File: src/rtl/dr_alu_pkg.sv
package dr_alu_pkg;
  typedef logic [1:0] rail_t;

  localparam rail_t RAIL_NULL = 2'b00;
  localparam rail_t RAIL_0    = 2'b01;
  localparam rail_t RAIL_1    = 2'b10;

  function automatic rail_t rail_enc(input logic v);
    return v ? RAIL_1 : RAIL_0;
  endfunction

  function automatic logic rail_null(input rail_t r);
    return r == RAIL_NULL;
  endfunction

  // logical inversion of a dual-rail bit is a rail swap
  function automatic rail_t rail_inv(input rail_t r);
    return {r[0], r[1]};
  endfunction
endpackage

File: src/rtl/dr_alu_slice.sv
module dr_alu_slice
  import dr_alu_pkg::*;
(
  input  logic  clk,
  input  logic  rst_n,
  input  logic  flush_i,
  input  logic  op_shift_i,
  input  logic  op_sub_i,
  input  rail_t a_i,
  input  rail_t b_i,
  input  rail_t cin_i,
  input  rail_t sh_i,
  input  rail_t shc_i,
  output rail_t res_o,
  output rail_t cout_o,
  output logic  done_o
);
  rail_t res_q, res_d;
  rail_t c_q, c_d;
  rail_t b_eff;

  assign b_eff = op_sub_i ? rail_inv(b_i) : b_i;

  always_comb begin
    res_d = res_q;
    c_d   = c_q;
    if (flush_i || rail_null(a_i) || rail_null(b_i)) begin
      res_d = RAIL_NULL;
      c_d   = RAIL_NULL;
    end else if (op_shift_i) begin
      if (rail_null(res_q)) res_d = sh_i;
      if (rail_null(c_q))   c_d   = shc_i;
    end else begin
      if (rail_null(c_q)) begin
        if (a_i == b_eff)            c_d = a_i;   // generate or kill: no carry-in needed
        else if (!rail_null(cin_i))  c_d = cin_i; // propagate
      end
      if (rail_null(res_q) && !rail_null(cin_i))
        res_d = rail_enc(a_i[1] ^ b_eff[1] ^ cin_i[1]);
    end
  end

  always_ff @(posedge clk or negedge rst_n) begin
    if (!rst_n) begin
      res_q <= RAIL_NULL;
      c_q   <= RAIL_NULL;
    end else begin
      res_q <= res_d;
      c_q   <= c_d;
    end
  end

  assign res_o  = res_q;
  assign cout_o = c_q;
  assign done_o = |res_q;

  p_rail_legal_r1: assert property (@(posedge clk) disable iff (!rst_n)
    res_q != 2'b11 && c_q != 2'b11);

  p_hold_r8: assert property (@(posedge clk) disable iff (!rst_n)
    (res_q != RAIL_NULL && !flush_i && !rail_null(a_i) && !rail_null(b_i))
    |=> res_q == $past(res_q));

  p_wait_carry_r2: assert property (@(posedge clk) disable iff (!rst_n)
    (!op_shift_i && res_q == RAIL_NULL && rail_null(cin_i)) |=> res_q == RAIL_NULL);
endmodule

File: src/rtl/dr_completion_tree.sv
module dr_completion_tree #(
  parameter int N     = 9,
  parameter int GROUP = 4
) (
  input  logic [N-1:0] flags_i,
  output logic         all_o
);
  localparam int NG = (N + GROUP - 1) / GROUP;
  localparam int NP = NG * GROUP;

  logic [NP-1:0] padded;
  logic [NG-1:0] grp;

  always_comb begin
    padded          = '1;
    padded[N-1:0]   = flags_i;
  end

  for (genvar g = 0; g < NG; g++) begin : g_grp
    assign grp[g] = &padded[g*GROUP +: GROUP];
  end

  assign all_o = &grp;
endmodule

File: src/rtl/dr_alu.sv
module dr_alu
  import dr_alu_pkg::*;
#(
  parameter int W = 8
) (
  input  logic           clk,
  input  logic           rst_n,
  input  logic           flush,
  input  logic           op_shift,
  input  logic           op_sub,
  input  logic           shift_left,
  input  logic           shift_rot,
  input  logic [2*W-1:0] a_rails,
  input  logic [2*W-1:0] b_rails,
  output logic [2*W-1:0] res_rails,
  output logic [1:0]     cout_rails,
  output logic           done
);
  localparam int NFLAG = W + 1;

  rail_t a_pr [W];
  rail_t b_pr [W];
  rail_t r_pr [W];
  rail_t c_pr [W];
  rail_t cin_pr [W];
  rail_t sh_pr [W];
  rail_t shc_pr [W];
  logic [NFLAG-1:0] flags;

  for (genvar i = 0; i < W; i++) begin : g_slice
    rail_t sh_l, sh_r;

    assign a_pr[i] = a_rails[2*i +: 2];
    assign b_pr[i] = b_rails[2*i +: 2];

    if (i == 0) begin : g_lsb
      assign cin_pr[i] = op_sub ? RAIL_1 : RAIL_0;
      assign sh_l      = shift_rot ? a_pr[W-1] : RAIL_0;
    end else begin : g_mid
      assign cin_pr[i] = c_pr[i-1];
      assign sh_l      = a_pr[i-1];
    end

    if (i == W-1) begin : g_msb
      assign sh_r      = shift_rot ? a_pr[0] : RAIL_0;
      assign shc_pr[i] = shift_left ? a_pr[W-1] : a_pr[0];
    end else begin : g_low
      assign sh_r      = a_pr[i+1];
      assign shc_pr[i] = RAIL_0;
    end

    assign sh_pr[i] = shift_left ? sh_l : sh_r;

    dr_alu_slice u_slice (
      .clk        (clk),
      .rst_n      (rst_n),
      .flush_i    (flush),
      .op_shift_i (op_shift),
      .op_sub_i   (op_sub),
      .a_i        (a_pr[i]),
      .b_i        (b_pr[i]),
      .cin_i      (cin_pr[i]),
      .sh_i       (sh_pr[i]),
      .shc_i      (shc_pr[i]),
      .res_o      (r_pr[i]),
      .cout_o     (c_pr[i]),
      .done_o     (flags[i])
    );

    assign res_rails[2*i +: 2] = r_pr[i];
  end

  assign cout_rails = c_pr[W-1];
  assign flags[W]   = |c_pr[W-1];

  dr_completion_tree #(.N(NFLAG), .GROUP(4)) u_tree (
    .flags_i (flags),
    .all_o   (done)
  );

  logic any_out_null;
  always_comb begin
    any_out_null = (cout_rails == 2'b00);
    for (int k = 0; k < W; k++)
      if (res_rails[2*k +: 2] == 2'b00) any_out_null = 1'b1;
  end

  p_done_valid_r6: assert property (@(posedge clk) disable iff (!rst_n)
    done |-> !any_out_null);

  p_spacer_r8: assert property (@(posedge clk) disable iff (!rst_n)
    (a_rails == '0 && b_rails == '0) |=> (!done && res_rails == '0));

  p_flush_r9: assert property (@(posedge clk) disable iff (!rst_n)
    flush |=> (!done && res_rails == '0 && cout_rails == 2'b00));
endmodule

File: config.mk
export PLATFORM = sky130hd
export DESIGN_NAME = dr_alu
export DESIGN_NICKNAME = d
export VERILOG_FILES = /design/src/rtl/dr_alu_pkg.sv /design/src/rtl/dr_alu_slice.sv /design/src/rtl/dr_completion_tree.sv /design/src/rtl/dr_alu.sv
export SDC_FILE = /design/constraint.sdc
export NUM_CORES = 1
export LEC_CHECK = 0
export BUFFER_PORTS_ARGS = -buffer_cell sky130_fd_sc_hd__buf_4
export CORE_ASPECT_RATIO = 1.25
export CORE_UTILIZATION = 52
export CTS_CLUSTER_DIAMETER = 200
export DETAILED_ROUTE_END_ITERATION = 16
export HOLD_SLACK_MARGIN = 0.05
export PLACE_DENSITY = 0.78
export SLEW_MARGIN = 30
export SYNTH_ARGS = -nofsm -noshare
export SYNTH_HDL_FRONTEND = slang
export SYNTH_SLANG_ARGS = --single-unit
File: constraint.sdc
create_clock -name clk -period 1.6 [get_ports clk]
set_clock_uncertainty 0.2 [all_clocks]
set_input_delay 0.32 -clock clk [delete_from_list [all_inputs] [get_ports clk]]
set_output_delay 0.32 -clock clk [all_outputs]
set_load 0.01 [all_outputs]
==> results of run 1 <==
layer usage:
metal / vias to the layer above / GRT usage (%)
met3: 36 / 5.33
met1: 1760 / 36.5
met5: - / 0
li1: 1795 / -
met4: 0 / 12.2
met2: 153 / 52.5
placed cells by master, fill, tap and decap left out, drive strengths merged, types with 3 or more instances in the layout:
master / count
o21ba: 5
o21ai: 26
or4bb: 4
o21a: 17
nor4bb: 7
xor2: 3
a311oi: 7
a211oi: 9
nor2: 39
and2: 4
nor4: 3
nand2b: 4
or4: 3
nand4: 3
nand2: 18
clkbuf: 5
xnor2: 11
nor2b: 7
mux2i: 17
and4bb: 8
a21oi: 25
dfrtp: 32
nor3: 22
nand3: 7
a31oi: 3
o211a: 3
mux2: 3
o22ai: 5
buf: 150
or3: 7
inv: 15
o221ai: 3
nand3b: 4
nand4bb: 5
a2111oi: 8
a21boi: 3
and3: 4
cell usage after synthesis (11+ instances only):
library cell / number
a21oi_1: 24
buf_2: 20
clkbuf_1: 12
dfrtp_1: 32
inv_1: 14
mux2i_1: 17
nand2_1: 18
nor2_1: 39
nor3_1: 22
o21a_1: 17
o21ai_0: 17
xnor2_1: 11
registers in the layout (all words and copies together) (netlist names):
name,count
g_slice.u_slice.cout_o,16
g_slice.u_slice.res_o,16
through the flow:
step | util, % | hold slack (ns) | worst slack (ns) | instance area, sq um | total power, mW
after global routing | 75.9 | 0.206 | -0.353 | 4680 | 2.99
after global placement | 71.4 | 0.0898 | -0.248 | 4400 | 1.96
after CTS | 73.7 | 0.191 | -0.284 | 4550 | 2.81
after detailed placement | 71.4 | 0.0895 | -0.360 | 4400 | 1.99
after floorplan | - | -0.176 | -0.192 | 3440 | 1.55
final | 75.9 | 0.191 | -0.274 | 4680 | 2.87
kinds of logic after synthesis:
group	share of synthesized area, %
AOI/OAI and AO/OA	28.9
xor gates and xnor gates	3.70
buffers and inverters	8.38
DFF	24.2
muxes	6.15
and+or+nand+nor	28.7
power breakdown:
part           internal (mW)  switching, mW
combinational          0.580          0.548
sequential             0.864         0.0553
clock                  0.461          0.357
critical path, delay by kind of cell, from the launching register on:
family	cells	cell delay [ns]
flops	1	0.37
simple gates	2	0.32
compound gates	2	0.20
buf+inv	1	0.17
final timing paths:
path / start / endpoint
max in group asynchronous: rst_n / g_slice[6].u_slice.cout_o[1]
max reg2reg: g_slice[1].u_slice.cout_o[1] / g_slice[2].u_slice.res_o[0]
min reg2reg: g_slice[6].u_slice.res_o[0] / g_slice[6].u_slice.res_o[0]
min in group asynchronous: rst_n / g_slice[0].u_slice.cout_o[0]
max: g_slice[0].u_slice.res_o[0] / done
min: a_rails[6] / g_slice[3].u_slice.cout_o[0]
cell type report:
type	instances	area [sq um]	share of cell area (%)
repair buffers	151	1200	25.6
well taps	85	106	2.27
inverters	15	58.8	1.26
clock buffers	5	68.8	1.47
flip-flops and latches	32	805	17.2
multi-input cells	323	2400	51.3
clock inverters	3	42.5	0.909
what timing repair did:
item                                   in CTS  in global routing
pin swaps                                   0                  9
endpoints found under the hold margin      32                  0
gates resized for setup                     5                 30
cloned                                      0                  0
setup endpoints to repair                   4                 16
hold buffers                                1                  0
==> summary.md, run 1 <==
| Metric | Value |
|---|---|
| Post-route insts no fill | between 600 and 700 |
| Critical path class | register to output port |
| Global route total overflow | 0 |
| Cell taking the most area after synthesis | dfrtp_1 |
| Cells after synthesis | 413 |
| GRT Resource Usage Total | 30.4% |
| Hold depth | 3 |
| Wire length on met1 | 4.06 mm |
| Area growth syn-to-layout | 41.1% |
| Cell Chain, Critical Path | o22ai_2 > nor2_1 > o221ai_2 > nor4_2 > buf_4 |
| Area contributors post-synth | dfrtp_1 (24%), mux2i_1 (5.1%), nor2_1 (4.4%) |
| Final Hold Viols | 0 |
| Post-CTS Setup Repair Bufs | 0 |
| Status | finished, violations left |
| Die area | around 6700 sq um |
| Detailed-route via count | roughly 3,700 |
| Layout cells sized above 1 | 38.2% |
| First-pass DRT Iterations | 5 |
| Clock Sinks | 32 |
| Post-Syn Area | 3310 sq um |
| Fmax | roughly 530 MHz |
| Initial antenna violation count | 0 |
| CTS H-Tree Depth | 2 |
| Critical Path Fanout Max | 2 |
| Syn_area_per_cell | 8.03 sq um |
| Drt total wl | 10.0 mm |
| Max-Slew Margin vs Limit | 69.0% |
| Fraction of the yosys area taken by sequential cells | 24.2% |
| Leakage power | 2.12 nW |
| Top_reg_cell synth | dfrtp_1 |
| Number of buffers created by CTS | 5 |
| WL met2 | 5.08 mm |
| Port bufs | 57 |
| Row cnt | 32 |
| Core ar. | just over 6000 sq um |
| Fin worst setup slack | -0.274 ns |
| Startpoint types | register |
| Detailed-route DRC error count | 0 |
| Crit end category | output port |
| RSZ-0062 raised after global routing | yes |
| Slew @ Worst Pin | 0.462 ns |
| Vias per cell | just over 6 |
| Routed met3 length | between 500 and 600 microns |
| Largest net degree at the start of global routing | 33 |
| CTS root buf | clkbuf_8 |
| Synthesized flop and latch total | 32 |
| Worst path max stage delay | between 0.3 and 0.4 ns |
| Syn Nets | 452 |
| Fin nets | 567 |
| Final period util | 117% |
| Synth top area share | approximately a quarter |
| Die Ht | 91.3 microns |
| Iteration-0 DRC Markers | around 260 |
| Min-Delay Path Class | input port to register |
| Die span in x | 73.4 microns |
| Crit path arrival time | about 1.4 ns |
| Clock buffer depth | 2 |
| Finish-stage setup viols | 2 |
| Worst-path clk slew | 0.08 ns |
| Max IR drop VDD | approximately 0.33 mV |
| Placed Cells incl. Taps | 605 |
| Reg-to-reg setup timing slack | -0.04 ns |
| RePlAce Congestion | between 0.9 and 1 |
| Setup TNS Final | -0.314 ns |
| CTS tree | yes |
| Global-route wire length before repair | 16.1 mm |
| Initial Utilization | 53.8% |
| Final Max Tran Viols | 0 |
| Wirelength per Cell | 16.4 microns |
| Ant. Diodes | 0 |
| CP max stage cell | dfrtp_1 |
| DP Wirelength | 7.55 mm |
| Number of global-route vias before repair | approximately 3,600 |
| FILL cells | 449 |
| Post-synth EDFFs | 0 |
| CP Data Required Time | 1.08 ns |
| Routed Antenna Nets | 0 |
| R2R cell count | 5 |
| Worst-Skew Late Latency | 0.30 ns |
| Ys async rst share | 100% |
| Power per cell area | 612 nW/um^2 |
| # IOs | between 50 and 60 |
| Period minus WS final | between 1.5 and 2 ns |
| Yosys warning count | 0 |
| Max-cap viol count | 0 |
| Cell variety after synth | 69 |
| Failing checks | negative setup slack |
| Top sig layer | met4 |
(Power assumes the default switching activity.)
==> run 2: changes to the inputs <==
CORE_UTILIZATION = 62   (was 52)
PLACE_DENSITY = 0.87   (was 0.78)
clock period = 2.2 ns   (was 1.6 ns; I/O delays follow)
==> summary.md, run 2 (synthesis results as in run 1) <==
| Metric | Value |
|---|---|
| Status | finished, violations left |
| Failing checks | negative setup slack |
| Slew @ Worst Pin | 0.513 ns |
| GRT Resource Usage Total | 32.8% |
| Die span in x | 67.4 microns |
| Largest net degree at the start of global routing | 33 |
| Crit end category | output port |
| Worst path bufs/invs | 1 |
| Finish-stage setup viols | 1 |
| FILL cells | 387 |
| Number of buffers created by CTS | 5 |
| Iteration-0 DRC Markers | 306 |
| Clock Sinks | 32 |
| Ant. Diodes | 0 |
| Commonest non-fill, non-tap cell in the layout | buf_4 |
| Row cnt | 29 |
| Critical path class | register to output port |
| Fin nets | approximately 490 |
| RePlAce Congestion | 0.910 |
| RSZ-0062 raised after global routing | yes |
| Layout cells sized above 1 | approximately 22% |
| Die Ht | 83.7 microns |
| Vias per cell | 6.70 |
| Post-route insts no fill | 510 |
| Utilization after layout | between 70% and 80% |
| Leakage power | 1.65 nW |
| CP top delay family | simple AND/OR/NAND/NOR gates |
| Critical path origin | g_slice[4].u_slice.res_o[1] |
| First-pass DRT Iterations | 5 |
| Max IR drop VDD | 0.430 mV |
| Fmax | between 400 and 500 MHz |
| RR Endpoint | g_slice[2].u_slice.res_o[0] |
| Global-route wire length before repair | 14.3 mm |
| Fin worst setup slack | -0.0169 ns |
| Register area | 803 sq um |
| Min-Delay Path Class | input port to register |
| CTS H-Tree Depth | 2 |
| Hold worst-path end | g_slice[3].u_slice.cout_o[0] |
| Routed Antenna Nets | 0 |
| Placed Cells incl. Taps | 496 |
| Reg2reg start | g_slice[1].u_slice.cout_o[1] |
| DP Wirelength | 6.13 mm |
| Hold wc startpoint | a_rails[6] |
| Startpoint types | register |
| Final Hold Viols | 0 |
| Core ar. | around 5100 sq um |
| Area of the multi-input gates | between 2000 and 2500 sq um |
| Clock buffer depth | 2 |
| CP max stage cell | dfrtp_2 |
| Cell Chain, Critical Path | o22ai_2 > nor2_2 > o221ai_2 > nor4_2 > buf_4 |
| CTS tree | yes |
| Drt total wl | 8.76 mm |
| Final Max Tran Viols | 0 |
| Detailed-route DRC error count | 0 |
| Initial Utilization | 64.8% |
| Detailed-route via count | 3,416 |
| Critical Path Fanout Max | 4 |
| Hold depth | 3 |
| Power per cell area | ~470 nW/um^2 |
| Global route total overflow | 0 |
| Crit path arrival time | 1.58 ns |
| Setup TNS Final | -0.0169 ns |
| # IOs | 58 |
| Worst-Skew Late Latency | roughly 0.29 ns |
| Port bufs | 57 |
| CP Data Required Time | 1.56 ns |
| Setup WS pre-CTS | 0.0989 ns |
| Pwr Total | 1.79 mW |
| Area growth syn-to-layout | 15.2% |
| Wirelength per Cell | 17.2 microns |
| Max-cap viol count | 0 |
| Max-Slew Margin vs Limit | 65.5% |
| Die area | 5640 sq um |
| Worst path max stage delay | ~0.42 ns |
| CTS root buf | clkbuf_8 |
| Period minus WS final | 2.22 ns |
| Worst-path clk slew | 0.06 ns |
| Most frequent cells in the layout | buf_4 (69), nor2_1 (38), dfrtp_1 (30), a21oi_1 (24), nor3_1 (22) |
| Final period util | 101% |
| R2R cell count | 5 |
| Number of global-route vias before repair | around 3,100 |
| Initial antenna violation count | 0 |
| Reg-to-reg setup timing slack | 0.45 ns |
-- run 2: worst min-delay path, stage by stage --
cell and delay (ns):
buf_4 0.15, nand3b_1 0.09, a311oi_1 0.08
-- run 2: repair_timing --
item                       in CTS  in global routing
gates resized for setup         1                  6
pin swaps                       1                  4
hold endpoints to repair       32                  0
setup endpoints to repair       1                  1
hold buffers                    1                  0
setup buffers                   0                  5
-- run 2: area by class of cell --
cell class                 instances  area share, %
tap                               62           2.03
multi-input combinational        323           59.3
timing repair buffer              70           13.8
clock buffer                       8           2.36
sequential                        32           21.0
inverter                          15           1.47
-- run 2: how the worst max path moves through the flow --
| stage | to | slack (ns) | cells after the start |
|---|---|---|---|
| floorplan | g_slice[1].u_slice.cout_o[0] | 0.24 | 6 |
| global placement | g_slice[7].u_slice.cout_o[0] | 0.13 | 6 |
| detailed placement | g_slice[5].u_slice.cout_o[1] | 0.1 | 6 |
| CTS | done | 0.06 | 5 |
| global route | done | -0.06 | 5 |
| finish | done | -0.02 | 5 |
-- run 2: metal layers --
layer / track usage (%) / vias up / part of all wire [%]
li1: - / 1619 / -
met3: 4.78 / 27 / 6.9
met5: 0 / - / 0
met1: 44.4 / 1624 / 42
met2: 51.3 / 146 / 48
met4: 13.0 / 0 / 2.4
-- run 2: stage by stage --
stage,area (sq um),hold WS (ns)
after global placement,3650,0.206
after CTS,3760,0.312
after detailed placement,3650,0.198
after global routing,3820,0.322
after floorplan,3310,-0.0556
final,3820,0.312
-- run 2: power by group --
part           total, mW  switching (mW)  internal, mW
registers          0.682          0.0524         0.629
logic              0.632           0.339         0.293
clock network      0.474           0.219         0.255
